## src/rtl/idx_ea_pkg.sv

```systemverilog
package idx_ea_pkg;
  localparam int AW = 16;
  localparam int BW = 8;

  typedef enum logic [1:0] {
    MD_NONE = 2'b00,
    MD_DIR  = 2'b01,
    MD_EXT  = 2'b10,
    MD_IDX  = 2'b11
  } amode_t;

  typedef struct packed {
    logic [AW-1:0] ea;
    logic [1:0]    extra;
    logic          indirect;
    logic          wb_en;
    logic [1:0]    wb_sel;
    logic [AW-1:0] wb_val;
  } ea_res_t;
endpackage

```

## src/rtl/idx_ea_decode.sv

```systemverilog
module idx_ea_decode
  import idx_ea_pkg::*;
(
  input  logic [1:0]    mode,
  input  logic [BW-1:0] pb,
  input  logic [BW-1:0] op_hi,
  input  logic [BW-1:0] op_lo,
  input  logic [BW-1:0] acc_a,
  input  logic [BW-1:0] acc_b,
  output logic          use_base,
  output logic [1:0]    base_sel,
  output logic [AW-1:0] offset,
  output logic [AW-1:0] const_addr,
  output logic [1:0]    extra,
  output logic          indirect,
  output logic          auto_en,
  output logic          post
);
  localparam int PADW = AW - BW;

  logic [AW-1:0] step;

  always_comb begin
    if (pb[3]) step = {{(AW-4){1'b1}}, pb[3:0]};
    else       step = {{(AW-4){1'b0}}, pb[3:0]} + {{(AW-1){1'b0}}, 1'b1};
  end

  always_comb begin
    use_base   = 1'b0;
    base_sel   = 2'b00;
    offset     = '0;
    const_addr = '0;
    extra      = 2'd0;
    indirect   = 1'b0;
    auto_en    = 1'b0;
    post       = 1'b0;
    unique case (amode_t'(mode))
      MD_DIR: begin
        const_addr = {{PADW{1'b0}}, op_hi};
        extra      = 2'd1;
      end
      MD_EXT: begin
        const_addr = {op_hi, op_lo};
        extra      = 2'd2;
      end
      MD_IDX: begin
        use_base = 1'b1;
        if (!pb[5]) begin
          base_sel = pb[7:6];
          offset   = {{(AW-5){pb[4]}}, pb[4:0]};
        end else if (pb[7:6] != 2'b11) begin
          base_sel = pb[7:6];
          auto_en  = 1'b1;
          post     = pb[4];
          offset   = step;
        end else begin
          base_sel = pb[4:3];
          if (!pb[2]) begin
            if (!pb[1]) begin
              offset = {{PADW{pb[0]}}, op_hi};
              extra  = 2'd1;
            end else begin
              offset   = {op_hi, op_lo};
              extra    = 2'd2;
              indirect = pb[0];
            end
          end else begin
            unique case (pb[1:0])
              2'b00:   offset = {{PADW{1'b0}}, acc_a};
              2'b01:   offset = {{PADW{1'b0}}, acc_b};
              default: offset = {acc_a, acc_b};
            endcase
            indirect = (pb[1:0] == 2'b11);
          end
        end
      end
      default: ;
    endcase
  end
endmodule

```

## src/rtl/idx_ea_agen.sv

```systemverilog
module idx_ea_agen
  import idx_ea_pkg::*;
(
  input  logic [AW-1:0] base,
  input  logic [AW-1:0] offset,
  input  logic [AW-1:0] const_addr,
  input  logic          use_base,
  input  logic          auto_en,
  input  logic          post,
  output logic [AW-1:0] ea,
  output logic [AW-1:0] wb_val
);
  logic [AW-1:0] sum;

  assign sum    = base + offset;
  assign wb_val = sum;

  always_comb begin
    if (!use_base)           ea = const_addr;
    else if (auto_en && post) ea = base;
    else                      ea = sum;
  end
endmodule

```

## src/rtl/idx_ea_stage.sv

```systemverilog
module idx_ea_stage
  import idx_ea_pkg::*;
(
  input  logic    clk,
  input  logic    rst_n,
  input  logic    in_valid,
  output logic    in_ready,
  input  ea_res_t in_data,
  output logic    out_valid,
  input  logic    out_ready,
  output ea_res_t out_data
);
  assign in_ready = !out_valid || out_ready;

  always_ff @(posedge clk) begin
    if (!rst_n) begin
      out_valid <= 1'b0;
      out_data  <= '0;
    end else if (in_valid && in_ready) begin
      out_valid <= 1'b1;
      out_data  <= in_data;
    end else if (out_ready) begin
      out_valid <= 1'b0;
    end
  end

  assert_hold_stall_R1: assert property (@(posedge clk) disable iff (!rst_n)
    out_valid && !out_ready |=> out_valid && $stable(out_data));

  assert_drain_empty_R1: assert property (@(posedge clk) disable iff (!rst_n)
    out_valid && out_ready && !in_valid |=> !out_valid);

  assert_take_shows_R1: assert property (@(posedge clk) disable iff (!rst_n)
    in_valid && in_ready |=> out_valid);
endmodule

```

## src/rtl/idx_ea_calc.sv

```systemverilog
module idx_ea_calc
  import idx_ea_pkg::*;
(
  input  logic          clk,
  input  logic          rst_n,
  input  logic          in_valid,
  output logic          in_ready,
  input  logic [1:0]    in_mode,
  input  logic [BW-1:0] in_pb,
  input  logic [BW-1:0] in_op_hi,
  input  logic [BW-1:0] in_op_lo,
  input  logic [AW-1:0] in_x,
  input  logic [AW-1:0] in_y,
  input  logic [AW-1:0] in_sp,
  input  logic [AW-1:0] in_pc,
  input  logic [BW-1:0] in_acc_a,
  input  logic [BW-1:0] in_acc_b,
  output logic          out_valid,
  input  logic          out_ready,
  output logic [AW-1:0] out_ea,
  output logic [1:0]    out_extra,
  output logic          out_indirect,
  output logic          out_wb_en,
  output logic [1:0]    out_wb_sel,
  output logic [AW-1:0] out_wb_val
);
  localparam int NREG = 4;

  logic [AW-1:0] regs [NREG];
  logic          use_base, auto_en, post, indirect;
  logic [1:0]    base_sel, extra;
  logic [AW-1:0] offset, const_addr, ea, wb_val;
  ea_res_t       res, held;

  assign regs[0] = in_x;
  assign regs[1] = in_y;
  assign regs[2] = in_sp;
  assign regs[3] = in_pc;

  idx_ea_decode u_dec (
    .mode(in_mode), .pb(in_pb), .op_hi(in_op_hi), .op_lo(in_op_lo),
    .acc_a(in_acc_a), .acc_b(in_acc_b),
    .use_base(use_base), .base_sel(base_sel), .offset(offset),
    .const_addr(const_addr), .extra(extra), .indirect(indirect),
    .auto_en(auto_en), .post(post)
  );

  idx_ea_agen u_agen (
    .base(regs[base_sel]), .offset(offset), .const_addr(const_addr),
    .use_base(use_base), .auto_en(auto_en), .post(post),
    .ea(ea), .wb_val(wb_val)
  );

  always_comb begin
    res.ea       = ea;
    res.extra    = extra;
    res.indirect = indirect;
    res.wb_en    = auto_en;
    res.wb_sel   = auto_en ? base_sel : 2'b00;
    res.wb_val   = auto_en ? wb_val : '0;
  end

  idx_ea_stage u_stage (
    .clk(clk), .rst_n(rst_n), .in_valid(in_valid), .in_ready(in_ready),
    .in_data(res), .out_valid(out_valid), .out_ready(out_ready),
    .out_data(held)
  );

  assign out_ea       = held.ea;
  assign out_extra    = held.extra;
  assign out_indirect = held.indirect;
  assign out_wb_en    = held.wb_en;
  assign out_wb_sel   = held.wb_sel;
  assign out_wb_val   = held.wb_val;

  assert_auto_not_pc_R9: assert property (@(posedge clk) disable iff (!rst_n)
    out_valid && out_wb_en |-> out_wb_sel != 2'b11 && out_extra == 2'd0);

  assert_ptr_extra_R8: assert property (@(posedge clk) disable iff (!rst_n)
    out_valid && out_indirect |-> out_extra != 2'd1 && !out_wb_en);

  assert_none_quiet_R3: assert property (@(posedge clk) disable iff (!rst_n)
    in_valid && in_ready && in_mode == 2'b00 |=> out_ea == '0 && out_extra == 2'd0);

  assert_direct_page_R2: assert property (@(posedge clk) disable iff (!rst_n)
    in_valid && in_ready && in_mode == 2'b01 |=> out_ea[15:8] == 8'h00 && out_extra == 2'd1);
endmodule

```

## config.mk

```make
export PLATFORM = sky130hd
export DESIGN_NAME = idx_ea_calc
export DESIGN_NICKNAME = d
export VERILOG_FILES = /design/src/rtl/idx_ea_pkg.sv /design/src/rtl/idx_ea_decode.sv /design/src/rtl/idx_ea_agen.sv /design/src/rtl/idx_ea_stage.sv /design/src/rtl/idx_ea_calc.sv
export SDC_FILE = /design/constraint.sdc
export NUM_CORES = 1
export LEC_CHECK = 0
export CORE_AREA = 8 8 94 96
export CTS_BUF_LIST = sky130_fd_sc_hd__clkbuf_2 sky130_fd_sc_hd__clkbuf_4 sky130_fd_sc_hd__clkbuf_8
export DETAILED_ROUTE_END_ITERATION = 7
export DIE_AREA = 0 0 102 104
export DONT_BUFFER_PORTS = 1
export GPL_ROUTABILITY_DRIVEN = 0
export PLACE_DENSITY = 0.84
export SYNTH_ARGS = -nofsm -noshare
export SYNTH_HDL_FRONTEND = slang
export SYNTH_HIERARCHICAL = 1
export SYNTH_SLANG_ARGS = --single-unit
```

## constraint.sdc

```tcl
create_clock -name clk -period 4 [get_ports clk]
set_input_delay 0.4 -clock clk [delete_from_list [all_inputs] [get_ports clk]]
set_output_delay 0.4 -clock clk [all_outputs]
set_load 0.02 [all_outputs]
```

==> metrics.txt, run 1 <==
Crit Path Category in2reg; post-CTS setup buffers 0; antenna violations before repair 0; full die area 10610 sq um; Comb power frac 0.329; GRT Total Usage 0.2321; layout cells sized above 1 0.1156; peak supply drop 0.1094 mV; worst slew pin tran 685.7 ps; final setup vio count 0; Post-synth ARST share 0; Die X 102 um; first-pass GRT wire length 19850 um; most common cell in the synthesized netlist nand2_1; routed via count 3852; Power Dens Cells 269.2 nW/um^2; clock skew 3.095 ps; Synth cell types 64; mapped cell area 4264 sq um; vias in the first global route 3872; #FFs+latches synth 39; Sequential Power Share 0.376; normalized max-slew margin 0.5429; FMAX 0.2716 GHz; Period minus WS final 3682 ps; Mapped Avg Cell Area 8.232 sq um; post-DP HPWL 10340 um; unrepaired setup endpoints after global routing no; row cnt 32; status finished, final reports clean; Top FF cell, synth dfxtp_1; Critical-path top delay cell mux4_1; Clk pwr share 0.295; post-route insts no fill 595; FF/Latch Area 780.7 sq um; clock slew at reported path FFs 80 ps; Post-DP Area 4138 sq um; LEAKAGE 1.687 nW; Net Sw Frac 0.3329; footprint of the multi-input gates 3139 sq um; Synth top cells by count nand2_1, mux2i_1, dfxtp_1; design area 4255 sq um; CTS tree built; largest net degree at the start of global routing 78; Root Buffer clkbuf_8; Post-synth EDFFs 0; initial core utilization 0.5726; htree depth 2; initial drt markers 430; worst skew pair latency 280 ps; DR pass1 iterations 7; grt ovf 0; CP Data Required Time 4150 ps; # DRC 0; core area 7447 sq um; clock buffer count from CTS 5; Clock Path Buffers 2; placed cells 587; Syn. warnings 6; post-synthesis sequential area ratio 0.1831; Nets 624; synthesized instance count 518; critical path fanouts, max 5; wire per inst 21.35 um; Area Overhead vs Synth -0.2054%; Filler cells 676; setup_tns 0 ps; antenna-violating nets left 0; area share of the largest cell type after synthesis 0.1831; routed vias/inst 6.474; Max Slew Vio Count 0; CP Cell Sequence ha_1 > nand2_1 > a31oi_2 > mux4_1 > ha_1 > fa_1 > a21oi_1 > o211ai_2 > a31oi_1 > a32oi_1 > xor2_1 > a31o_1 > nand2_1 > mux2i_1; crit path capture type flop; # IOs 150; Synth area leaders dfxtp_1, nand2_1, mux2i_1, ha_1, mux4_2; post-CTS sizing 0; ant diodes 0; crit start category input port; Pint 0.7641 mW; drt total wl 12700 um; Hold-fix buffers, CTS 0; port buffer count 0; Net Switching 0.3813 mW; final worst path period share 0.9206; syn_nets 650; leading area contributor after synthesis dfxtp_1; crit-path max cell delay 660 ps; die height 104 um; max_cap viols 0; crit path DAT 3840 ps; Tightest Hold Check Type in2reg; clock sink count 39; Final Hold Viols 0
power by group through the flow:
stage | logic [mW] | clock network [mW] | registers [mW]
2_1_floorplan | 0.321 | 0 | 0.436
3_3_place_gp | 0.350 | 0 | 0.440
3_5_place_dp | 0.363 | 0 | 0.440
4_1_cts | 0.364 | 0.344 | 0.431
5_1_grt | 0.403 | 0.359 | 0.432
6_report | 0.377 | 0.338 | 0.431
kinds of logic (layout without fill, tap and decap cells):
group                    after synthesis  after routing  share of synthesized area
multiplexers                          71             71                     0.2251
buffers and inverters                 51             26                    0.08362
flip-flops                            39             39                     0.1831
AO/OA/AOI/OAI                        122            122                     0.1998
adder cells (fa/ha/maj)               22             22                    0.06631
XOR/XNOR                              15             15                    0.03081
AND/OR/NAND/NOR                      198            198                     0.2113
metrics by stage:
stage	total power [mW]	hold slack [ps]	utilization	setup WS, ps
floorplan	0.7565	531.8	-	269.5
global placement	0.7899	542.1	0.5556	210.3
detailed placement	0.8034	546.1	0.5556	90.82
CTS	1.139	241.6	0.5714	387.2
global route	1.195	255.8	0.5714	115.1
finish	1.145	250.5	0.5714	317.6
area by class of cell:
type,instances,area share
clock inverters,2,0.008233
inverters,12,0.01059
multi-input cells,428,0.7377
well taps,102,0.02999
clock buffers,6,0.01941
repair buffers,6,0.01059
flip-flops and latches,39,0.1835
path summary, 6_finish.rpt:
| check | to | cells past startpoint | slack, ps | start |
|---|---|---|---|---|
| min reg2reg | u_stage/out_data[17]$_SDFFE_PN0P_ | 2 | 560 | u_stage/out_data[17]$_SDFFE_PN0P_ |
| max reg2reg | u_stage/out_data[23]$_SDFFE_PN0P_ | 3 | 2500 | u_stage/out_valid$_SDFFE_PN0P_ |
| max | u_stage/out_data[34]$_SDFFE_PN0P_ | 14 | 320 | in_mode[0] |
| min | u_stage/out_valid$_SDFFE_PN0P_ | 2 | 250 | in_valid |
per-layer routing:
metal	up-vias	global-route usage	share of wire
li1	1810	-	-
met1	1732	0.2811	0.38
met2	266	0.3660	0.45
met3	44	0.06426	0.13
met4	0	0.1112	0.042
met5	-	0	0
worst max-delay path: cells and delay by family:
| kind | cells | cell delay (ps) |
|---|---|---|
| XOR/XNOR | 1 | 180 |
| AND/OR/NAND/NOR | 2 | 160 |
| multiplexers | 2 | 720 |
| adder cells (fa/ha/maj) | 3 | 850 |
| AO/OA/AOI/OAI | 6 | 1510 |
cells in the final DEF, fill, tap and decap left out, drive strengths merged, types with 3 or more instances in the layout:
cell     Yosys  layout
a211oi       5       5
a21o         4       4
a21oi       30      30
a221oi       3       3
a22oi       12      12
a31o         7       7
a31oi       10      10
and2        33      33
and3         4       4
buf         22       6
clkbuf      16       6
dfxtp       39      39
ha          21      21
inv         11      11
mux2        12      12
mux2i       43      43
mux4        16      16
nand2      119     119
nand2b       3       3
nand3        4       4
nor2        26      26
o211ai       3       3
o21a         4       4
o21ai       23      23
o2bb2ai      6       6
o31ai        5       5
xnor2       10      10
xor2         5       5
sequential cells by signal (all words and copies together) (netlist names):
signal	count
u_stage/out_data	38
u_stage/out_valid	1
Power figures use the tool's default switching activity.
==> run 2: changes to the inputs <==
--- a/config.mk
+++ b/config.mk
@@ -5,10 +5,11 @@
 export SDC_FILE = /design/constraint.sdc
 export NUM_CORES = 1
 export LEC_CHECK = 0
-export CORE_AREA = 8 8 94 96
+export ABC_AREA = 1
+export CORE_AREA = 8 8 103 105
 export CTS_BUF_LIST = sky130_fd_sc_hd__clkbuf_2 sky130_fd_sc_hd__clkbuf_4 sky130_fd_sc_hd__clkbuf_8
 export DETAILED_ROUTE_END_ITERATION = 7
-export DIE_AREA = 0 0 102 104
+export DIE_AREA = 0 0 111 113
 export DONT_BUFFER_PORTS = 1
 export GPL_ROUTABILITY_DRIVEN = 0
 export PLACE_DENSITY = 0.84
==> run 2 against run 1 <==
Against the previous run:
- register-to-register slack lost 180 ps
- combinational power grew 27%
- die area grew 18%
- total power grew 6.8%
- critical path depth grew 8
- critical path type unchanged
- largest power group is now combinational cells
==> metrics.txt, run 2 <==
syn_nets 1108; GRT Total Usage 0.2281; setup_tns 0 ps; CP Cell Sequence ha_1 > nand2_1 > a31oi_2 > buf_4 > nand2_1 > nand3_1 > nand2_1 > ha_1 > fa_1 > nand2_1 > nand2_1 > and2_2 > nand2_1 > nand2_1 > xnor2_1 > nand2_1 > nand2_1 > nand2_1 > inv_1 > nand3_1 > nand2_1 > nor2_1; clock buffer count from CTS 5; Hold-fix buffers, CTS 0; Synth top cells by count nand2_1, inv_1, nand3_1; crit start category input port; layout cells sized above 1 0.07881; CP Data Required Time 4190 ps; htree depth 2; Power Dens Cells 239.3 nW/um^2; delay-heaviest family, CP simple AND/OR/NAND/NOR gates; status finished, final reports clean; leading area contributor after synthesis nand2_1; port buffer count 0; row cnt 35; area share of the largest cell type after synthesis 0.2383; DR pass1 iterations 8; Filler cells 914; unrepaired setup endpoints after global routing no; peak supply drop 0.1498 mV; Area Overhead vs Synth -2.552%; Post-synth EDFFs 0; worst slew pin tran 969.7 ps; Net Switching 0.4989 mW; initial drt markers 573; critical path fanouts, max 34; most common cell after layout, fill and taps aside nand2_1; Clock Path Buffers 2; grt ovf 0; final worst path period share 0.8534; max reg flops 38; die height 113 um; CTS tree built; Tightest Hold Check Type in2reg; LEAKAGE 3.067 nW; full die area 12540 sq um; Period minus WS final 3414 ps; Top FF cell, synth dfxtp_1; Crit Path Category in2reg; # DRC 0; crit-path most repeated cell nand2_1; routed via count 5576; crit path DAT 3600 ps; Final WS setup 586.5 ps; normalized max-slew margin 0.3536; Root Buffer clkbuf_8; clock slew at reported path FFs 70 ps; synthesized instance count 976; WP buf/inv 2; post-CTS setup buffers 0; footprint of the multi-input gates 3318 sq um; max_cap viols 0; post-DP HPWL 11870 um; core area 8977 sq um; Synth area leaders nand2_1, dfxtp_1, inv_1, nand3_1, nor2_1; crit-path max cell delay 500 ps; Net Sw Frac 0.4079; Max Slew Vio Count 0; # IOs 150; FF/Latch Area 780.7 sq um; antenna-violating nets left 0; worst skew pair latency 290 ps; Pint 0.7243 mW; Place WS 376.4 ps; Post-synth ARST share 0; routed vias/inst 5.310; wire per inst 13.97 um; #FFs+latches synth 39; drt total wl 14670 um; Clk pwr share 0.217; post-synthesis sequential area ratio 0.1488; Critical-path top delay cell ha_1; largest registers u_stage/out_data (38), u_stage/out_valid (1); Final Hold Viols 0; initial core utilization 0.5844; final setup vio count 0; Synth cell types 36; clock sink count 39; antenna violations before repair 0; FMAX 0.2930 GHz; post-CTS sizing 0; Sequential Power Share 0.390; most frequent cells in the layout nand2_1, inv_1, nand3_1; crit path capture type flop; most common cell in the synthesized netlist nand2_1; mapped cell area 5246 sq um; Largest Register u_stage/out_data; Comb power frac 0.393; largest net degree at the start of global routing 79; Die X 111 um; Nets 1070; clock skew 9.712 ps; Mapped Avg Cell Area 5.375 sq um; ant diodes 0; vias in the first global route 5166; Syn. warnings 6; first-pass GRT wire length 24290 um
-- run 2: metrics by stage --
| step | instance area (sq um) | std cells | utilization | power [mW] | hold slack [ps] |
|---|---|---|---|---|---|
| floorplan | 5246 | 976 | - | 0.8977 | 564.6 |
| global placement | 5024 | 1042 | 0.5596 | 0.9514 | 527.0 |
| detailed placement | 5024 | 1042 | 0.5596 | 0.9576 | 529.5 |
| CTS | 5112 | 1050 | 0.5695 | 1.223 | 214.1 |
| global route | 5112 | 1050 | 0.5695 | 1.315 | 212.9 |
| finish | 5112 | 1050 | 0.5695 | 1.223 | 225.6 |
-- run 2: logic make-up (layout without fill, tap and decap cells) --
kind of cell | Yosys count | after routing | share of synthesized area
AND/OR/NAND/NOR | 527 | 527 | 0.4143
buffers and inverters | 250 | 213 | 0.2199
adder cells (fa/ha/maj) | 22 | 22 | 0.05390
XOR/XNOR | 7 | 7 | 0.01312
AO/OA/AOI/OAI | 131 | 131 | 0.1500
flip-flops | 39 | 39 | 0.1488
-- run 2: final cells by class --
cell class / instances / area share
clock inverters: 1 / 0.0009790
inverters: 202 / 0.1493
flip-flops and latches: 39 / 0.1527
multi-input cells: 687 / 0.6490
repair buffers: 3 / 0.004405
well taps: 111 / 0.02717
clock buffers: 7 / 0.01640
-- run 2: path summary, 6_finish.rpt --
kind / cells after the start / slack [ps] / from / to
setup / recovery: 22 / 590 / in_mode[0] / u_stage/out_data[30]$_SDFFE_PN0P_
hold / removal: 2 / 230 / rst_n / u_stage/out_data[26]$_SDFFE_PN0P_
setup reg to reg: 4 / 2320 / u_stage/out_valid$_SDFFE_PN0P_ / u_stage/out_data[20]$_SDFFE_PN0P_
hold reg to reg: 2 / 590 / u_stage/out_data[7]$_SDFFE_PN0P_ / u_stage/out_data[7]$_SDFFE_PN0P_
-- run 2: per-layer routing --
metal | GRT usage | routed length [um] | vias up
met5 | 0 | 0 | -
met4 | 0.08468 | 425 | 0
met3 | 0.06931 | 1735 | 42
met2 | 0.3565 | 6319 | 290
met1 | 0.2882 | 6191 | 2379
li1 | - | - | 2865
-- run 2: power by group through the flow --
stage	clock network, mW	registers, mW	logic, mW
2_1_floorplan	0	0.478	0.420
3_3_place_gp	0	0.486	0.465
3_5_place_dp	0	0.488	0.470
4_1_cts	0.273	0.479	0.471
5_1_grt	0.287	0.481	0.547
6_report	0.266	0.477	0.480
